[src/rtl/nms_pkg.sv]
package nms_pkg;

  localparam int COMP_W = 9;
  localparam int PIX_W  = 2 * COMP_W;
  localparam int MAG_W  = 9;
  localparam int MAG_MAX = (1 << MAG_W) - 1;

  typedef logic [PIX_W-1:0] pix_t;
  typedef logic [MAG_W-1:0] mag_t;

  // flat/steep by |gy| > |gx|, same/opposite by sign bits
  typedef enum logic [1:0] {
    SEC_FLAT_SAME  = 2'd0,
    SEC_STEEP_SAME = 2'd1,
    SEC_STEEP_OPP  = 2'd2,
    SEC_FLAT_OPP   = 2'd3
  } sector_e;

  function automatic logic [COMP_W:0] comp_abs(input logic [COMP_W-1:0] v);
    if (v[COMP_W-1]) comp_abs = {1'b0, ~v} + (COMP_W+1)'(1);
    else             comp_abs = {1'b0, v};
  endfunction

  function automatic mag_t approx_mag(input pix_t p);
    logic [COMP_W+1:0] s;
    s = {1'b0, comp_abs(p[PIX_W-1:COMP_W])} + {1'b0, comp_abs(p[COMP_W-1:0])};
    if (s > (COMP_W+2)'(MAG_MAX)) approx_mag = mag_t'(MAG_MAX);
    else                          approx_mag = s[MAG_W-1:0];
  endfunction

endpackage

[src/rtl/nms_line_delay.sv]
module nms_line_delay #(
  parameter int WIDTH = 18,
  parameter int DEPTH = 13
) (
  input  logic             clk,
  input  logic             rst_n,
  input  logic             shift_en,
  input  logic [WIDTH-1:0] din,
  output logic [WIDTH-1:0] dout
);

  logic [WIDTH-1:0] stage_q [DEPTH];

  for (genvar i = 0; i < DEPTH; i++) begin : g_stage
    logic [WIDTH-1:0] src;
    if (i == 0) begin : g_head
      assign src = din;
    end else begin : g_body
      assign src = stage_q[i-1];
    end
    always_ff @(posedge clk or negedge rst_n) begin
      if (!rst_n)        stage_q[i] <= '0;
      else if (shift_en) stage_q[i] <= src;
    end
  end

  assign dout = stage_q[DEPTH-1];

endmodule

[src/rtl/nms_sector_decode.sv]
module nms_sector_decode
  import nms_pkg::*;
(
  input  pix_t    centre,
  output sector_e sector
);

  logic [COMP_W-1:0] gx, gy;
  logic [COMP_W:0]   ax, ay;
  logic              same_sign, steep;

  always_comb begin
    gx        = centre[PIX_W-1:COMP_W];
    gy        = centre[COMP_W-1:0];
    ax        = comp_abs(gx);
    ay        = comp_abs(gy);
    same_sign = (gx[COMP_W-1] == gy[COMP_W-1]);
    steep     = (ay > ax);
    unique case ({same_sign, steep})
      2'b10:   sector = SEC_FLAT_SAME;
      2'b11:   sector = SEC_STEEP_SAME;
      2'b01:   sector = SEC_STEEP_OPP;
      default: sector = SEC_FLAT_OPP;
    endcase
  end

endmodule

[src/rtl/nms_suppress.sv]
module nms_suppress
  import nms_pkg::*;
(
  input  mag_t [8:0] nb_mag,   // index row*3+col, row 0 above, col 0 left
  input  sector_e    sector,
  output mag_t       result
);

  localparam int CTR = 4;

  logic [3:0]   ia1, ib1, ia2, ib2;
  logic [MAG_W:0] sum1, sum2;
  mag_t         side1, side2;

  always_comb begin
    unique case (sector)
      SEC_FLAT_SAME:  begin ia1 = 4'd2; ib1 = 4'd5; ia2 = 4'd6; ib2 = 4'd7; end
      SEC_STEEP_SAME: begin ia1 = 4'd1; ib1 = 4'd2; ia2 = 4'd7; ib2 = 4'd6; end
      SEC_STEEP_OPP:  begin ia1 = 4'd1; ib1 = 4'd0; ia2 = 4'd7; ib2 = 4'd8; end
      default:        begin ia1 = 4'd0; ib1 = 4'd3; ia2 = 4'd8; ib2 = 4'd7; end
    endcase
    sum1   = {1'b0, nb_mag[ia1]} + {1'b0, nb_mag[ib1]};
    sum2   = {1'b0, nb_mag[ia2]} + {1'b0, nb_mag[ib2]};
    side1  = sum1[MAG_W:1];
    side2  = sum2[MAG_W:1];
    if ((nb_mag[CTR] > side1) && (nb_mag[CTR] > side2)) result = nb_mag[CTR];
    else                                                result = '0;
  end

endmodule

[src/rtl/nms_stage.sv]
module nms_stage
  import nms_pkg::*;
#(
  parameter int IMG_W = 16
) (
  input  logic             clk,
  input  logic             rst_n,
  input  logic             in_valid,
  output logic             in_ready,
  input  logic [PIX_W-1:0] in_data,
  output logic             out_valid,
  input  logic             out_ready,
  output logic [MAG_W-1:0] out_mag
);

  localparam int LB_DEPTH = IMG_W - 3;
  localparam int PRIME    = 2 * IMG_W + 2;
  localparam int CNT_W    = $clog2(PRIME + 1);

  pix_t win_q [3][3];
  pix_t win_d [3][3];
  pix_t lb_out [2];
  mag_t [8:0] nb_mag;
  sector_e sec;
  mag_t    res;

  logic             take;
  logic             primed;
  logic [CNT_W-1:0] seen_q;

  assign in_ready = !out_valid || out_ready;
  assign take     = in_valid && in_ready;
  assign primed   = (seen_q == CNT_W'(PRIME));

  // row 2 is the newest; rows 1 and 0 are fed through delay chains
  for (genvar r = 0; r < 3; r++) begin : g_row
    assign win_d[r][0] = win_q[r][1];
    assign win_d[r][1] = win_q[r][2];
    if (r == 2) begin : g_new
      assign win_d[r][2] = in_data;
    end else begin : g_old
      assign win_d[r][2] = lb_out[r];
    end
    for (genvar c = 0; c < 3; c++) begin : g_col
      always_ff @(posedge clk or negedge rst_n) begin
        if (!rst_n)    win_q[r][c] <= '0;
        else if (take) win_q[r][c] <= win_d[r][c];
      end
      assign nb_mag[r*3+c] = approx_mag(win_d[r][c]);
    end
  end

  for (genvar k = 0; k < 2; k++) begin : g_lb
    nms_line_delay #(.WIDTH(PIX_W), .DEPTH(LB_DEPTH)) u_lb (
      .clk      (clk),
      .rst_n    (rst_n),
      .shift_en (take),
      .din      (win_q[k+1][0]),
      .dout     (lb_out[k])
    );
  end

  nms_sector_decode u_sec (
    .centre (win_d[1][1]),
    .sector (sec)
  );

  nms_suppress u_sup (
    .nb_mag (nb_mag),
    .sector (sec),
    .result (res)
  );

  always_ff @(posedge clk or negedge rst_n) begin
    if (!rst_n) begin
      seen_q    <= '0;
      out_valid <= 1'b0;
      out_mag   <= '0;
    end else begin
      if (take && !primed) seen_q <= seen_q + CNT_W'(1);
      if (take) begin
        out_valid <= primed;
        if (primed) out_mag <= res;
      end else if (out_ready) begin
        out_valid <= 1'b0;
      end
    end
  end

endmodule

[config.mk]
export PLATFORM = sky130hd
export DESIGN_NAME = nms_stage
export DESIGN_NICKNAME = d
export VERILOG_FILES = /design/src/rtl/nms_pkg.sv /design/src/rtl/nms_line_delay.sv /design/src/rtl/nms_sector_decode.sv /design/src/rtl/nms_suppress.sv /design/src/rtl/nms_stage.sv
export SDC_FILE = /design/constraint.sdc
export NUM_CORES = 2
export LEC_CHECK = 0
export BUFFER_PORTS_ARGS = -buffer_cell sky130_fd_sc_hd__buf_2
export CORE_AREA = 2 2 239 300
export DETAILED_ROUTE_END_ITERATION = 8
export DIE_AREA = 0 0 241 302
export GPL_TIMING_DRIVEN = 0
export PLACE_DENSITY_LB_ADDON = 0.05
export SETUP_SLACK_MARGIN = 0.4
export SKIP_CTS_REPAIR_TIMING = 1
export SLEW_MARGIN = 40
export SYNTH_ARGS = -nofsm -noshare
export SYNTH_HDL_FRONTEND = slang
export SYNTH_HIERARCHICAL = 1
export SYNTH_SLANG_ARGS = --single-unit
[constraint.sdc]
create_clock -name clk -period 9.4 [get_ports clk]
set_input_delay 1.88 -clock clk [delete_from_list [all_inputs] [get_ports clk]]
set_output_delay 1.88 -clock clk [all_outputs]
set_load 0.01 [all_outputs]
==> flow_metrics.env <==
export IMPL_die_area_mm2=0.07278
export IMPL_maxClockFrequency_mhz=117.3
export IMPL_drt_iter0_drc=1331
export IMPL_stdcell_count=4050
export IMPL_synth_seq_cells=628
export IMPL_area_of_the_mapped_netlist_mm2=0.03461
export IMPL_place_detailed_instances=3935
export IMPL_crit_type="flip-flop to flip-flop"
export IMPL_setup_worst_path_end_class="flip-flop"
export IMPL_finalMaxSlewViolations=0
export IMPL_drt_antenna_violating_nets=0
export IMPL_grt_setup_unrepaired="false"
export IMPL_crit_reg2reg_capture="out_mag[8]"
export IMPL_grt_total_usage_pct=23.03
export IMPL_placed_cell_area_mm2=0.03622
export IMPL_reg2reg_from="win_d[84]"
export IMPL_vert_die_dim_um=302
export IMPL_std_cell_rows=109
export IMPL_numPortBuffers=30
export IMPL_final_layout_size_suffix_gt1_share_pct=24.94
export IMPL_antennaDiodeCount=0
export IMPL_critical_path_max_fanout=10
export IMPL_clock_skew_final_ns=0.02458
export IMPL_final_area_mm2=0.03854
export IMPL_number_of_unique_standard_cell_types_used_by_synthesis=68
export IMPL_worstSetupStartpoint="win_d[84]"
export IMPL_drt_pass1_iterations=5
export IMPL_first_global_vias=22770
export IMPL_fin_util_pct=54.97
export IMPL_synth_area_per_cell_um2=11.78
export IMPL_async_flop_share_pct=100.0
export IMPL_setup_viol=0
export IMPL_nNetsFinal=3254
export IMPL_core_area_mm2=0.07010
export IMPL_result_of_the_run="completed"
export IMPL_initial_utilization_pct=49.38
export IMPL_wl_um=81580
export IMPL_cts_htree_levels=3
export IMPL_grt_first_pass_wirelength_um=130400
export IMPL_crit_required_ns=9.93
export IMPL_maxSlewHeadroom_pct=43.58
export IMPL_cts_root_buffer="clkbuf_16"
export IMPL_cts_root_to_sink_buffers=3
export IMPL_chipWidth_um=241
export IMPL_detailroute_via_count=21840
export IMPL_synthCells=2938
export IMPL_tritoncts="done"
export IMPL_reg2reg_setup_slack_ns=0.88
export IMPL_wl_per_cell_um=20.14
export IMPL_synth_flop_cell="dfrtp_1"
export IMPL_finalWeightedCongestion=0.9330
export IMPL_worst_setup_hold_path_clk_slew_ns=0.06
export IMPL_synth_edf_count=0
export IMPL_worst_pin_slew_ns=0.8462
export IMPL_worstPathArrival_ns=9.06
export IMPL_post_dp_hpwl_um=61250
export IMPL_clk_latency_ns=0.60
export IMPL_fill_cells=6033
export IMPL_io_pins=33
export IMPL_critical_path_endpoint="out_mag[8]"
export IMPL_area_growth_syn_to_layout_pct=11.34
export IMPL_number_of_antenna_violations_at_the_first_check_in_global_routing=0
export IMPL_hold_viol_final=0
export IMPL_post_route_period_util_pct=90.66
export IMPL_avgViaCountPerCell=5.392
export IMPL_cts_inserted_buffers=66
export IMPL_max_cap_viol_count=0
export IMPL_cts_sink_count=628
export IMPL_synthesis_yosys_warnings=6
export IMPL_route_detailed_drc=0
export IMPL_startpoint_class_of_the_critical_path="flip-flop"
export IMPL_synth_seq_area_share_pct=45.40
export IMPL_finalWorstPathRequiredPeriod_ns=8.522
export IMPL_grt_ovf=0
export IMPL_min_path_type="flip-flop to flip-flop"
export IMPL_timing_reg2reg_worst_path_depth=27
export IMPL_pin_count_of_the_biggest_net_entering_global_routing=104
## routing by layer
metal,global-route usage [%],routed length [um],vias to the layer above
li1,-,-,10500
met1,30.60,36850,10880
met2,38.94,39710,329
met3,2.519,2151,134
met4,8.554,2870,0
met5,0,0,-
## layout by cell type, fill, tap and decap left out, drive strengths merged, types with 22 or more instances in the layout
master,count
a211oi,27
a21o,30
a21oi,62
buf,110
clkbuf,136
dfrtp,628
ha,161
inv,78
mux2,486
mux4,34
nand2,483
nand2b,97
nor2,66
nor3,34
o21ai,137
o21bai,22
o31ai,25
or2,29
or3,23
xnor2,145
xor2,47
## worst min-delay path by stage
stage / startpoint / to / slack, ns / cells after the start
floorplan: win_q[107] / win_q[107] / 0.44 / 2
detailed placement: win_q[107] / win_q[107] / 0.46 / 2
global route: seen_q[5] / seen_q[5] / 0.51 / 1
CTS: win_q[107] / win_q[107] / 0.48 / 2
global placement: seen_q[5] / seen_q[5] / 0.46 / 1
finish: win_q[107] / win_q[107] / 0.47 / 2
## state kept, by name (all words and copies together), names as in the netlist
register,count
win_q,36
g_lb.u_lb/dout,36
out_mag,9
seen_q,6
out_valid,1
g_lb.u_lb/g_stage.src,432
win_d,108
## layout make-up
cell class	instances	area, um2	area share (%)
Multi-Input combinational cell	2133	17900	46.45
Sequential cell	628	15720	40.78
Clock buffer	88	1864	4.838
Tap cell	943	1180	3.062
Buffer	121	790.8	2.052
Clock inverter	27	452.9	1.175
Timing Repair Buffer	37	357.8	0.9286
Inverter	73	274.0	0.7110
## cell usage after synthesis, types with 9 or more instances
cell / number / area (um2)
a21oi_1: 61 / 305.3
nand2b_1: 97 / 606.8
o21bai_1: 22 / 165.2
nor2_1: 65 / 244.0
inv_1: 71 / 266.5
dfrtp_1: 628 / 15720
mux2i_1: 19 / 190.2
or2_2: 28 / 175.2
a211oi_1: 26 / 195.2
o22ai_1: 12 / 75.07
o31ai_1: 25 / 187.7
buf_2: 31 / 155.2
fa_1: 11 / 220.2
buf_6: 39 / 439.2
xnor2_1: 145 / 1270
a21o_1: 30 / 225.2
xor2_1: 47 / 411.6
or3_1: 23 / 143.9
nor3_1: 34 / 170.2
mux2_4: 320 / 4805
mux2_2: 166 / 1869
ha_1: 161 / 2014
nor4b_1: 14 / 122.6
mux4_2: 33 / 743.2
nor2b_1: 12 / 75.07
o41ai_1: 9 / 78.83
clkbuf_1: 48 / 180.2
nand2_1: 483 / 1813
or4_1: 10 / 75.07
and3_1: 17 / 106.4
nor3b_1: 10 / 75.07
nand3_1: 16 / 80.08
o21ai_1: 16 / 80.08
o21ai_0: 121 / 605.6
## cell families (layout without fill, tap and decap cells)
family | count (synthesis) | count (layout) | synth area share [%]
AO/OA/AOI/OAI | 375 | 375 | 6.962
XOR/XNOR | 192 | 192 | 4.858
adder cells (fa/ha/maj) | 172 | 172 | 6.456
buffers and inverters | 194 | 346 | 3.062
flip-flops | 628 | 628 | 45.40
multiplexers | 539 | 539 | 22.05
other | 3 | 20 | 0.03253
AND/OR/NAND/NOR | 835 | 835 | 11.17
## through the flow
step / hold slack (ns) / TNS, ns / setup WS, ns
floorplan: 0.4402 / 0 / 2.372
global placement: 0.4640 / -3986.44 / -6.531
detailed placement: 0.4618 / 0 / 1.074
CTS: 0.4771 / 0 / 1.059
global route: 0.5094 / 0 / 0.5146
finish: 0.4740 / 0 / 0.8779
## critical path, stage by stage, from the launching register on
cell	delay, ns
dfrtp_1	0.54
or3_1	0.46
o31ai_1	0.32
xor2_1	0.12
ha_1	0.32
nand4_1	0.14
or3_1	0.41
and3_1	0.20
a211oi_2	0.31
inv_1	0.13
ha_1	0.36
buf_2	0.27
buf_2	0.31
buf_2	0.31
mux4_2	0.41
mux2_2	0.31
ha_1	0.38
nand2_1	0.12
o21ai_0	0.49
a31oi_1	0.20
o311a_1	0.16
o22ai_1	0.15
ha_1	0.29
and4_1	0.24
a31oi_1	0.24
o221ai_1	0.42
nor3b_1	0.61
mux2_2	0.25
Power is not shown: default switching activity piles up to over one toggle a cycle in this logic, so the estimate is an artifact.
